[src/rtl/picc_pkg.sv]
package picc_pkg;

   typedef enum logic [2:0] {
      ST_IDLE = 3'd0,
      ST_RDY1 = 3'd1,
      ST_RDY2 = 3'd2,
      ST_ACT  = 3'd3,
      ST_AUTH = 3'd4,
      ST_HALT = 3'd5
   } card_st_e;

   typedef enum logic [3:0] {
      K_REQ, K_WAKE, K_CL1, K_CL2, K_READ, K_WRITE,
      K_HALT, K_AU1, K_AU2, K_BAD
   } cmd_kind_e;

   typedef enum logic [1:0] {
      RK_NONE = 2'd0,
      RK_ATQA = 2'd1,
      RK_UID  = 2'd2,
      RK_NAK  = 2'd3
   } rsp_kind_e;

   localparam logic [7:0] OP_REQ    = 8'h26;
   localparam logic [7:0] OP_WAKE   = 8'h52;
   localparam logic [7:0] OP_CL1    = 8'h93;
   localparam logic [7:0] OP_CL2    = 8'h95;
   localparam logic [7:0] OP_READ   = 8'h30;
   localparam logic [7:0] OP_HALT   = 8'h50;
   localparam logic [7:0] OP_WRITE  = 8'hA2;
   localparam logic [7:0] OP_CWRITE = 8'hA0;
   localparam logic [7:0] OP_AU1    = 8'h1A;
   localparam logic [7:0] OP_AU2    = 8'hAF;

   localparam int RSP_BYTES = 5;

endpackage

[src/rtl/picc_cmd_decode.sv]
module picc_cmd_decode
   import picc_pkg::*;
#(
   parameter int         ADDR_W       = 8,
   parameter int         LAST_PAGE    = 8'h2B,
   parameter logic [7:0] SEL_CODE     = 8'h70,
   parameter bit         ALLOW_CWRITE = 1'b1
) (
   input  logic [7:0]        cmd,
   input  logic [7:0]        param,
   input  logic [ADDR_W-1:0] addr,
   output cmd_kind_e         kind,
   output logic              sel,
   output logic              addr_ok,
   output logic              addr_zero
);

   localparam logic [ADDR_W-1:0] LAST_A = ADDR_W'(LAST_PAGE);

   generate
      if (ADDR_W < 1 || ADDR_W > 16) begin : g_bad_w
         $error("picc_cmd_decode: ADDR_W out of range");
      end
      if (LAST_PAGE < 0 || LAST_PAGE >= (1 << ADDR_W)) begin : g_bad_last
         $error("picc_cmd_decode: LAST_PAGE does not fit ADDR_W");
      end
   endgenerate

   logic cw_kind_is_write;

   generate
      if (ALLOW_CWRITE) begin : g_cw_on
         assign cw_kind_is_write = 1'b1;
      end else begin : g_cw_off
         assign cw_kind_is_write = 1'b0;
      end
   endgenerate

   always_comb begin
      case (cmd)
         OP_REQ:    kind = K_REQ;
         OP_WAKE:   kind = K_WAKE;
         OP_CL1:    kind = K_CL1;
         OP_CL2:    kind = K_CL2;
         OP_READ:   kind = K_READ;
         OP_WRITE:  kind = K_WRITE;
         OP_CWRITE: kind = cw_kind_is_write ? K_WRITE : K_BAD;
         OP_HALT:   kind = K_HALT;
         OP_AU1:    kind = K_AU1;
         OP_AU2:    kind = K_AU2;
         default:   kind = K_BAD;
      endcase
   end

   assign sel       = (param == SEL_CODE);
   assign addr_ok   = (addr <= LAST_A);
   assign addr_zero = (addr == '0);

endmodule

[src/rtl/picc_uid_parts.sv]
module picc_uid_parts #(
   parameter int         UID_BYTES = 7,
   parameter logic [7:0] CT_BYTE   = 8'h88
) (
   input  logic [8*UID_BYTES-1:0] uid,
   output logic [39:0]            part1,
   output logic [39:0]            part2
);

   localparam int HALF1 = 3;
   localparam int HALF2 = UID_BYTES - HALF1;

   generate
      if (UID_BYTES != 7) begin : g_bad_len
         $error("picc_uid_parts: a two-level cascade needs a 7-byte UID");
      end
   endgenerate

   logic [7:0] sn [UID_BYTES];

   generate
      for (genvar gi = 0; gi < UID_BYTES; gi++) begin : g_split
         assign sn[gi] = uid[8*gi +: 8];
      end
   endgenerate

   logic [7:0] bcc_lo, bcc_hi;

   always_comb begin
      bcc_lo = CT_BYTE;
      for (int i = 0; i < HALF1; i++) bcc_lo = bcc_lo ^ sn[i];
      bcc_hi = 8'h00;
      for (int i = 0; i < HALF2; i++) bcc_hi = bcc_hi ^ sn[HALF1 + i];
   end

   assign part1 = {bcc_lo, sn[2], sn[1], sn[0], CT_BYTE};
   assign part2 = {bcc_hi, sn[6], sn[5], sn[4], sn[3]};

endmodule

[src/rtl/picc_state_core.sv]
module picc_state_core
   import picc_pkg::*;
(
   input  logic      clk,
   input  logic      rst_n,
   input  logic      valid,
   input  cmd_kind_e kind,
   input  logic      sel,
   input  logic      addr_ok,
   input  logic      addr_zero,
   input  logic      auth_ok,
   output card_st_e  st_q,
   output rsp_kind_e rk_q,
   output logic      lvl_q,
   output logic      rd_q,
   output logic      wr_q,
   output logic      au_q
);

   card_st_e  st_n;
   rsp_kind_e rk_n;
   logic      halted_q, halted_n;
   logic      p1_q, p1_n, p2_q, p2_n;
   logic      lvl_n, rd_n, wr_n, au_n;
   logic      in_mem;
   card_st_e  err_st;

   assign in_mem = (st_q == ST_ACT) || (st_q == ST_AUTH);
   assign err_st = halted_q ? ST_HALT : ST_IDLE;

   always_comb begin
      st_n     = st_q;
      halted_n = halted_q;
      p1_n     = p1_q;
      p2_n     = p2_q;
      rk_n     = RK_NONE;
      lvl_n    = 1'b0;
      rd_n     = 1'b0;
      wr_n     = 1'b0;
      au_n     = 1'b0;
      if (valid) begin
         p1_n = 1'b0;
         p2_n = 1'b0;
         case (kind)
            K_REQ: begin
               if (st_q == ST_IDLE) begin
                  rk_n = RK_ATQA;
                  st_n = ST_RDY1;
               end else st_n = err_st;
            end
            K_WAKE: begin
               if (st_q == ST_IDLE || st_q == ST_HALT) begin
                  rk_n = RK_ATQA;
                  st_n = ST_RDY1;
               end else st_n = err_st;
            end
            K_CL1: begin
               if (st_q == ST_RDY1) begin
                  rk_n = RK_UID;
                  if (sel) st_n = ST_RDY2;
               end else st_n = err_st;
            end
            K_CL2: begin
               if (st_q == ST_RDY2) begin
                  rk_n  = RK_UID;
                  lvl_n = 1'b1;
                  if (sel) st_n = ST_ACT;
               end else st_n = err_st;
            end
            K_READ: begin
               if (st_q == ST_RDY1 || st_q == ST_RDY2) begin
                  if (addr_zero) begin
                     rd_n = 1'b1;
                     st_n = ST_ACT;
                  end else st_n = err_st;
               end else if (in_mem) begin
                  if (addr_ok) rd_n = 1'b1;
                  else         rk_n = RK_NAK;
               end else st_n = err_st;
            end
            K_WRITE: begin
               if (in_mem) begin
                  if (addr_ok) wr_n = 1'b1;
                  else         rk_n = RK_NAK;
               end else st_n = err_st;
            end
            K_HALT: begin
               if (st_q == ST_RDY1 || st_q == ST_RDY2 || in_mem) begin
                  st_n     = ST_HALT;
                  halted_n = 1'b1;
               end else st_n = err_st;
            end
            K_AU1: begin
               if (in_mem) begin
                  au_n = 1'b1;
                  p1_n = 1'b1;
               end else st_n = err_st;
            end
            K_AU2: begin
               if (in_mem && p1_q) begin
                  au_n = 1'b1;
                  p2_n = 1'b1;
               end else st_n = err_st;
            end
            default: st_n = err_st;
         endcase
      end else if (auth_ok && p2_q && in_mem) begin
         st_n = ST_AUTH;
         p2_n = 1'b0;
      end
   end

   always_ff @(posedge clk or negedge rst_n) begin
      if (!rst_n) begin
         st_q     <= ST_IDLE;
         halted_q <= 1'b0;
         p1_q     <= 1'b0;
         p2_q     <= 1'b0;
         rk_q     <= RK_NONE;
         lvl_q    <= 1'b0;
         rd_q     <= 1'b0;
         wr_q     <= 1'b0;
         au_q     <= 1'b0;
      end else begin
         st_q     <= st_n;
         halted_q <= halted_n;
         p1_q     <= p1_n;
         p2_q     <= p2_n;
         rk_q     <= rk_n;
         lvl_q    <= lvl_n;
         rd_q     <= rd_n;
         wr_q     <= wr_n;
         au_q     <= au_n;
      end
   end

   AST_RDY2_ENTRY: assert property (@(posedge clk) disable iff (!rst_n)
      (st_q == ST_RDY2 && $past(st_q) != ST_RDY2) |-> $past(st_q) == ST_RDY1);

   AST_ACT_ENTRY: assert property (@(posedge clk) disable iff (!rst_n)
      (st_q == ST_ACT && $past(st_q) != ST_ACT) |->
      ($past(st_q) == ST_RDY1 || $past(st_q) == ST_RDY2));

   AST_AUTH_ENTRY: assert property (@(posedge clk) disable iff (!rst_n)
      (st_q == ST_AUTH && $past(st_q) != ST_AUTH) |-> $past(st_q) == ST_ACT);

   AST_HALT_STICKY: assert property (@(posedge clk) disable iff (!rst_n)
      halted_q |=> halted_q);

   AST_NO_IDLE_AFTER_HALT: assert property (@(posedge clk) disable iff (!rst_n)
      halted_q |-> st_q != ST_IDLE);

endmodule

[src/rtl/picc_cmd_ctrl.sv]
module picc_cmd_ctrl
   import picc_pkg::*;
#(
   parameter int          ADDR_W       = 8,
   parameter int          LAST_PAGE    = 8'h2B,
   parameter int          UID_BYTES    = 7,
   parameter logic [15:0] ATQA_VAL     = 16'h0044,
   parameter logic [7:0]  CT_BYTE      = 8'h88,
   parameter logic [7:0]  SEL_CODE     = 8'h70,
   parameter bit          ALLOW_CWRITE = 1'b1
) (
   input  logic                   clk,
   input  logic                   rst_n,
   input  logic                   frm_valid,
   input  logic [7:0]             frm_cmd,
   input  logic [7:0]             frm_param,
   input  logic [ADDR_W-1:0]      frm_addr,
   input  logic                   auth_ok,
   input  logic [8*UID_BYTES-1:0] uid_in,
   output logic                   rsp_valid,
   output logic [1:0]             rsp_kind,
   output logic [2:0]             rsp_len,
   output logic [39:0]            rsp_data,
   output logic                   mem_rd_stb,
   output logic                   mem_wr_stb,
   output logic [ADDR_W-1:0]      mem_addr,
   output logic                   auth_stb,
   output logic [2:0]             card_state
);

   localparam int RSP_W = 8 * RSP_BYTES;

   cmd_kind_e   kind;
   logic        sel, addr_ok, addr_zero;
   card_st_e    st;
   rsp_kind_e   rk;
   logic        lvl;
   logic [39:0] part1, part2;
   logic [ADDR_W-1:0] addr_q;

   picc_cmd_decode #(
      .ADDR_W(ADDR_W), .LAST_PAGE(LAST_PAGE),
      .SEL_CODE(SEL_CODE), .ALLOW_CWRITE(ALLOW_CWRITE)
   ) u_dec (
      .cmd(frm_cmd), .param(frm_param), .addr(frm_addr),
      .kind(kind), .sel(sel), .addr_ok(addr_ok), .addr_zero(addr_zero)
   );

   picc_uid_parts #(.UID_BYTES(UID_BYTES), .CT_BYTE(CT_BYTE)) u_uid (
      .uid(uid_in), .part1(part1), .part2(part2)
   );

   picc_state_core u_core (
      .clk(clk), .rst_n(rst_n), .valid(frm_valid), .kind(kind), .sel(sel),
      .addr_ok(addr_ok), .addr_zero(addr_zero), .auth_ok(auth_ok),
      .st_q(st), .rk_q(rk), .lvl_q(lvl),
      .rd_q(mem_rd_stb), .wr_q(mem_wr_stb), .au_q(auth_stb)
   );

   always_ff @(posedge clk or negedge rst_n) begin
      if (!rst_n)         addr_q <= '0;
      else if (frm_valid) addr_q <= frm_addr;
   end

   always_comb begin
      case (rk)
         RK_ATQA: begin
            rsp_len  = 3'd2;
            rsp_data = {{(RSP_W-16){1'b0}}, ATQA_VAL};
         end
         RK_UID: begin
            rsp_len  = 3'(RSP_BYTES);
            rsp_data = lvl ? part2 : part1;
         end
         RK_NAK: begin
            rsp_len  = 3'd1;
            rsp_data = '0;
         end
         default: begin
            rsp_len  = 3'd0;
            rsp_data = '0;
         end
      endcase
   end

   assign rsp_valid  = (rk != RK_NONE);
   assign rsp_kind   = rk;
   assign mem_addr   = addr_q;
   assign card_state = st;

   AST_UID_CHECKSUM: assert property (@(posedge clk) disable iff (!rst_n)
      (rsp_valid && rsp_kind == 2'd2) |->
      ((rsp_data[7:0] ^ rsp_data[15:8] ^ rsp_data[23:16] ^
        rsp_data[31:24] ^ rsp_data[39:32]) == 8'h00));

   AST_ONE_ACTION: assert property (@(posedge clk) disable iff (!rst_n)
      $onehot0({rsp_valid, mem_rd_stb, mem_wr_stb, auth_stb}));

   AST_ACTION_AFTER_FRAME: assert property (@(posedge clk) disable iff (!rst_n)
      (rsp_valid || mem_rd_stb || mem_wr_stb || auth_stb) |-> $past(frm_valid));

   AST_WRITE_STATE: assert property (@(posedge clk) disable iff (!rst_n)
      mem_wr_stb |-> (card_state == 3'd3 || card_state == 3'd4));

endmodule

[config.mk]
export PLATFORM = sky130hd
export DESIGN_NAME = picc_cmd_ctrl
export DESIGN_NICKNAME = d
export VERILOG_FILES = /design/src/rtl/picc_pkg.sv /design/src/rtl/picc_cmd_decode.sv /design/src/rtl/picc_uid_parts.sv /design/src/rtl/picc_state_core.sv /design/src/rtl/picc_cmd_ctrl.sv
export SDC_FILE = /design/constraint.sdc
export NUM_CORES = 1
export LEC_CHECK = 0
export BUFFER_PORTS_ARGS = -buffer_cell sky130_fd_sc_hd__buf_4
export CAP_MARGIN = 20
export CORE_UTILIZATION = 49
export DETAILED_ROUTE_END_ITERATION = 8
export PLACE_DENSITY = 0.93
export SETUP_SLACK_MARGIN = 0.3
export SYNTH_ARGS = -nofsm -noshare
export SYNTH_HDL_FRONTEND = slang
export SYNTH_SLANG_ARGS = --single-unit
[constraint.sdc]
create_clock -name clk -period 2.9 [get_ports clk]
set_input_delay 0 -clock clk [delete_from_list [all_inputs] [get_ports clk]]
set_output_delay 0 -clock clk [all_outputs]
set_load 0.03 [all_outputs]
==> run_results.csv, run 1 <==
group,metric,value,unit
clock_network,cts_tree,"built",
yosys,synth.distinct_cells,64,
yosys,syn_area,2564,sq um
timing,slew_headroom,0.4653,
pwr,peakVddDrop,327.2,uV
min_path,hp-class,"input port to flop",
route,drc_errors,0,
yosys,synth_nets,416,
place,placed_cells,518,
setup_path,critPathBufInv,2,
timing,maxSlewViolCount,0,
global_route,grt_first_pass_wirelength,13570,um
layout,diodes,0,
timing,fin_crit,2.304,ns
layout,mostFrequentLayoutCells,"145 x buf_4, 55 x nor2_1, 30 x xnor2_1, 25 x mux2i_1, 19 x dfrtp_1",
layout,nNetsFinal,552,
yosys,synth_ff_type,"dfrtp_1",
yosys,synth_area_per_cell,7.840,sq um
global_route,grt_antenna_before_repair,0,
layout,layout_commonest_cell,"buf_4",
layout,fin_area,3791,sq um
place,place_area,3650,sq um
clock_network,cts_made_buffers,3,
place,dp_hpwl,7033,um
timing,worst_pin_slew,0.8020,ns
setup_path,cp-start-kind,"input port",
setup_path,cp_slowest_cell,"nor4_1",
yosys,synthArstFlopShare,1.000,
route,route.vias.total,3124,
floorplanning,core,4880,sq um
yosys,synthCells,327,
setup_path,required,3.03,ns
clock_network,cts_root_buf,"clkbuf_8",
yosys,synth_edf_count,0,
floorplanning,dieWidth,74.33,um
yosys,synth-seq-cells,20,
place,port_buffers,143,
floorplanning,initial_core_util,0.5254,
floorplanning,die_area,5525,sq um
pwr,p_per_area,251.3,nW/um^2
clock_network,path_clk_slew,0.08,ns
clock_network,clock_sinks,20,
route,first_pass_iters,5,
clock_network,clock_latency,0.27,ns
flow_run,maxCapViolations,0,
timing,hold_viol_final,0,
timing,finClkSkew,0.005242,ns
setup_path,critPathMaxStageDelay,0.60,ns
layout,largest_reg_flops,8,
setup_path,cp_max_fo,3,
floorplanning,num_io_pins,144,
setup_path,path_cells,"dlygate4sd3_1, buf_4, nor4_1, a21oi_1, o21ai_1, o21ai_0, a2111oi_0, a31oi_1",
timing,max_freq,434.1,MHz
global_route,grt_pass1_vias,2902,
yosys,synth.yosys.seq_area_share,0.1952,
timing,setup_viol,0,
layout,area_delta_synth_final,47.88,%
setup_path,crit_family,"compound AO/OA/AOI/OAI gates",
clock_network,htreeDepth,1,
pwr,leakage,1.681,nW
timing,final.period_utilization,0.7944,
route,drt_wl_total,9200,um
global_route,grt_max_degree,41,
route,viasPerCell,5.905,
layout,drive_gt1_frac,0.3550,
setup_path,critPathArrivalTime,2.44,ns
floorplanning,die_y,74.33,um
global_route,overflow,0,
yosys,yosysWarnings,0,
route,drtAntennaViolNets,0,
timing,setup_tns,0,ns
layout,layout.cells.non_filler,529,
clock_network,cts.path.max_buffers,2,
place,place_congestion,0.9623,
setup_path,end_kind,"flop",
setup_path,crit_type,"input port to flop",
floorplanning,num_rows,25,
timing,rsz0062_at_grt,"false",
route,drt_iter0_drc,161,
global_route,grt_usage,0.3177,
layout,fillCellCount,352,
route,wl_per_cell,17.39,um
run_status,outcome,"complete, no violations",
-- synthesized netlist by cell type (4+ instances only) --
cell	n	area share
xnor2_1	30	0.10
nand2_1	12	0.018
a211oi_1	5	0.015
nand4_1	5	0.012
nand3_1	8	0.016
mux2_2	9	0.040
o21ai_0	9	0.018
mux2i_1	25	0.098
a21oi_1	15	0.029
inv_1	11	0.016
nor4_1	6	0.015
nor3_1	4	0.0078
nor2_1	55	0.081
xor2_1	14	0.048
a31oi_1	5	0.012
and3_1	7	0.017
clkbuf_1	17	0.025
nor2b_1	5	0.012
dfrtp_1	20	0.20
ha_1	5	0.024
-- metrics by stage --
step / hold WS, ns / utilization / setup WS [ns] / power (W)
6_report: 0.007227 / 0.7769 / 0.5962 / 0.0009528
5_1_grt: 0.003177 / 0.7769 / 0.4780 / 0.0009881
4_1_cts: 0.001872 / 0.7769 / 0.6898 / 0.0009479
3_5_place_dp: -0.1048 / 0.7479 / 0.8588 / 0.0006550
3_3_place_gp: -0.1107 / 0.7479 / 0.8917 / 0.0006435
2_1_floorplan: -0.2956 / - / 0.8392 / 0.0004933
-- area by class of cell --
cell class / count / area [sq um] / area share
multi-input cells: 275 / 1934 / 0.5102
repair buffers: 152 / 1159 / 0.3056
flip-flops and latches: 20 / 501.7 / 0.1323
well taps: 67 / 83.83 / 0.02211
clock buffers: 3 / 41.29 / 0.01089
inverters: 11 / 41.29 / 0.01089
clock inverters: 1 / 30.03 / 0.007921
-- kinds of logic (layout without fill, tap and decap cells) --
kind of cell,Yosys count,after routing,synth area share
AND/OR/NAND/NOR,128,128,0.2689
AO/OA/AOI/OAI,63,63,0.1694
XOR/XNOR,44,44,0.1503
multiplexers,35,35,0.1415
buffers and inverters,32,167,0.05027
flip-flops,20,20,0.1952
adder cells (fa/ha/maj),5,5,0.02440
-- power by group --
| group | leakage, nW | total (W) | internal (W) | switching [W] |
|---|---|---|---|---|
| Combinational | 1.40 | 0.000359 | 0.000184 | 0.000175 |
| Clock | 0.0357 | 0.000290 | 0.000185 | 0.000106 |
| Sequential | 0.247 | 0.000304 | 0.000291 | 0.0000123 |
-- routing by layer --
layer	track usage	up-vias	routed length, um
met1	0.3492	1416	3286
met4	0.1300	0	318
met3	0.06775	37	1024
li1	-	1458	-
met5	0	-	0
met2	0.5909	213	4571
-- worst register-to-register path: cells and delay by family (launching register included) --
kind | cells | cell delay, ns
and+or+nand+nor | 2 | 0.31
DFF | 1 | 0.67
AOI/OAI and AO/OA | 2 | 0.65
muxes | 1 | 0.36
-- worst paths after layout --
path,slack [ns],cells after the start,to,start
max,0.60,8,u_core.st_q[2]$_DFFE_PN0P_,frm_addr[7]
min,0.007,2,mem_addr[3]$_DFFE_PN0P_,frm_addr[3]
max reg2reg,0.80,5,u_core.st_q[1]$_DFFE_PN0P_,u_core.st_q[2]$_DFFE_PN0P_
min reg2reg,0.52,1,mem_addr[6]$_DFFE_PN0P_,mem_addr[6]$_DFFE_PN0P_
max in group asynchronous,2.53,2,u_core.lvl_q$_DFF_PN0_,rst_n
min in group asynchronous,0.14,2,u_core.wr_q$_DFF_PN0_,rst_n
-- timing repair --
action	CTS	global route
gates resized for setup	0	0
setup buffers	0	0
hold buffers	7	0
hold endpoints to repair	26	0
setup endpoints to repair	0	0
No activity file was read; power rests on OpenSTA's default activity.
==> run 2: changes to the inputs <==
--- a/config.mk
+++ b/config.mk
@@ -7,9 +7,9 @@
 export LEC_CHECK = 0
 export BUFFER_PORTS_ARGS = -buffer_cell sky130_fd_sc_hd__buf_4
 export CAP_MARGIN = 20
-export CORE_UTILIZATION = 49
+export CORE_UTILIZATION = 41
 export DETAILED_ROUTE_END_ITERATION = 8
-export PLACE_DENSITY = 0.93
+export PLACE_DENSITY = 0.84
 export SETUP_SLACK_MARGIN = 0.3
 export SYNTH_ARGS = -nofsm -noshare
 export SYNTH_HDL_FRONTEND = slang
==> constraint.sdc (replaced) <==
create_clock -name clk -period 2.05 [get_ports clk]
set_input_delay 0 -clock clk [delete_from_list [all_inputs] [get_ports clk]]
set_output_delay 0 -clock clk [all_outputs]
set_load 0.03 [all_outputs]
==> run 2 against run 1 <==
  * Global-route usage down 5.7 points
  * Largest cell class unchanged
  * Via count up 2.4%
  * Power increased by 44%
  * Largest power group unchanged
==> run_results.csv, run 2 (synthesis results as in run 1) <==
group,metric,value,unit
run_status,outcome,"complete, no violations",
global_route,grt_antenna_before_repair,0,
pwr,p_per_area,327.7,nW/um^2
layout,register_area,505.5,sq um
floorplanning,die_y,81.08,um
layout,largest_reg_flops,8,
timing,finClkSkew,0.002683,ns
floorplanning,dieWidth,81.08,um
setup_path,cp_max_fo,6,
place,place_congestion,0.8838,
layout,area_delta_synth_final,63.49,%
flow_run,maxCapViolations,0,
timing,hold_viol_final,0,
clock_network,htreeDepth,1,
timing,fin_crit,1.838,ns
timing,max_freq,544.1,MHz
route,wl_per_cell,16.37,um
place,port_buffers,143,
route,first_pass_iters,5,
layout,drive_gt1_frac,0.4866,
floorplanning,num_io_pins,144,
setup_path,cp-start-kind,"flop",
floorplanning,num_rows,28,
timing,setup_tns,0,ns
clock_network,cts_root_buf,"clkbuf_8",
global_route,grt_first_pass_wirelength,13480,um
pwr,leakage,1.828,nW
clock_network,cts.path.max_buffers,2,
floorplanning,core,5991,sq um
global_route,grt_pass1_vias,2831,
global_route,grt_max_degree,49,
layout,nNetsFinal,575,
layout,layout_commonest_cell,"buf_4",
setup_path,timing.rr.start,"u_core.st_q[0]$_DFFE_PN0P_",
timing,worst_pin_slew,0.4594,ns
clock_network,clock_sinks,20,
pwr,peakVddDrop,566.8,uV
setup_path,crit_type,"flop to flop",
clock_network,path_clk_slew,0.08,ns
place,placed_cells,532,
timing,slew_headroom,0.6858,
layout,fillCellCount,457,
setup_path,critPathArrivalTime,2.02,ns
layout,diodes,0,
clock_network,clock_latency,0.26,ns
layout,multi_input_area,2106,sq um
timing,maxSlewViolCount,0,
floorplanning,die_area,6573,sq um
place,dp_hpwl,6738,um
setup_path,critPathLaunch,"u_core.st_q[0]$_DFFE_PN0P_",
layout,mostFrequentLayoutCells,"165 x buf_4, 31 x nor2_2, 29 x xnor2_1, 25 x mux2i_1, 24 x nor2_1",
global_route,grt_usage,0.2602,
setup_path,required,2.23,ns
route,drt_wl_total,9167,um
route,viasPerCell,5.711,
route,route.vias.total,3198,
floorplanning,initial_core_util,0.4279,
route,drc_errors,0,
clock_network,cts_tree,"built",
timing,rsz0062_at_grt,"true",
clock_network,cts_made_buffers,3,
global_route,overflow,0,
layout,layout.cells.non_filler,560,
min_path,min_from,"frm_addr[5]",
timing,final.period_utilization,0.8965,
min_path,hp-class,"input port to flop",
setup_path,end_kind,"flop",
timing,setup_viol,0,
route,drt_iter0_drc,106,
route,drtAntennaViolNets,0,
## run 2: cell types whose count changed in the layout (fill, tap and decap cells not counted), moves of 3 or more
| cell | before | now |
|---|---|---|
| dfrtp_1 | 19 | 16 |
| inv_1 | 11 | 8 |
| inv_2 | 0 | 3 |
| buf_4 | 145 | 165 |
| nor2_1 | 55 | 24 |
| nor2_2 | 1 | 31 |
| dfrtp_2 | 1 | 4 |
## run 2: worst paths after layout
path / to / slack, ns / cells after the start
setup / recovery: u_core.st_q[0]$_DFFE_PN0P_ / 0.21 / 7
hold / removal: mem_addr[5]$_DFFE_PN0P_ / 0.006 / 2
setup reg to reg: u_core.st_q[0]$_DFFE_PN0P_ / 0.21 / 7
hold reg to reg: mem_addr[1]$_DFFE_PN0P_ / 0.51 / 1
max in group asynchronous: u_core.st_q[0]$_DFFE_PN0P_ / 1.66 / 2
min in group asynchronous: u_core.wr_q$_DFF_PN0_ / 0.16 / 2
## run 2: repair_timing
item | in CTS | in global routing
hold buffers | 7 | 0
cloned | 0 | 1
buffers inserted | 9 | 7
hold endpoints to repair | 26 | 0
pin swaps | 1 | 6
gates resized for setup | 0 | 15
setup endpoints to repair | 4 | 40
## run 2: cell type report
| type | instances | area share |
|---|---|---|
| multi-input cells | 275 | 0.5024 |
| repair buffers | 175 | 0.3278 |
| flip-flops and latches | 20 | 0.1206 |
| well taps | 75 | 0.02239 |
| clock buffers | 3 | 0.009851 |
| inverters | 11 | 0.009851 |
| clock inverters | 1 | 0.007164 |
## run 2: per-layer routing
| layer | vias up | part of all wire | global-route usage |
|---|---|---|---|
| met3 | 22 | 0.10 | 0.05281 |
| met2 | 179 | 0.51 | 0.4773 |
| met5 | - | 0 | 0 |
| met1 | 1500 | 0.36 | 0.3034 |
| li1 | 1497 | - | - |
| met4 | 0 | 0.027 | 0.07143 |
## run 2: critical path, cell delays in order, from the launching register on
cell and delay, ns:
dfrtp_2 0.46, buf_4 0.17, nor2_4 0.18, xnor2_2 0.15
o2bb2a_2 0.23, o221a_1 0.24, and4_1 0.20, o22ai_1 0.11
## run 2: where the power goes
| group | internal (W) | total [W] | switching [W] |
|---|---|---|---|
| combinational | 0.000283 | 0.000553 | 0.000270 |
| clock | 0.000261 | 0.000393 | 0.000133 |
| sequential | 0.000413 | 0.000427 | 0.0000137 |
| total | 0.000957 | 0.00137 | 0.000417 |
## run 2: through the flow
step	hold slack (ns)	area (sq um)	util	setup WS, ns	power [W]
6_report	0.005523	4192	0.6997	0.2123	0.001373
5_1_grt	0.006896	4192	0.6997	0.1592	0.001453
4_1_cts	0.005498	4044	0.6750	0.2963	0.001351
3_5_place_dp	-0.1103	3835	0.6401	0.1636	0.0009458
3_3_place_gp	-0.1121	3835	0.6401	0.2396	0.0009308
2_1_floorplan	-0.2956	2683	-	0.2482	0.0007146
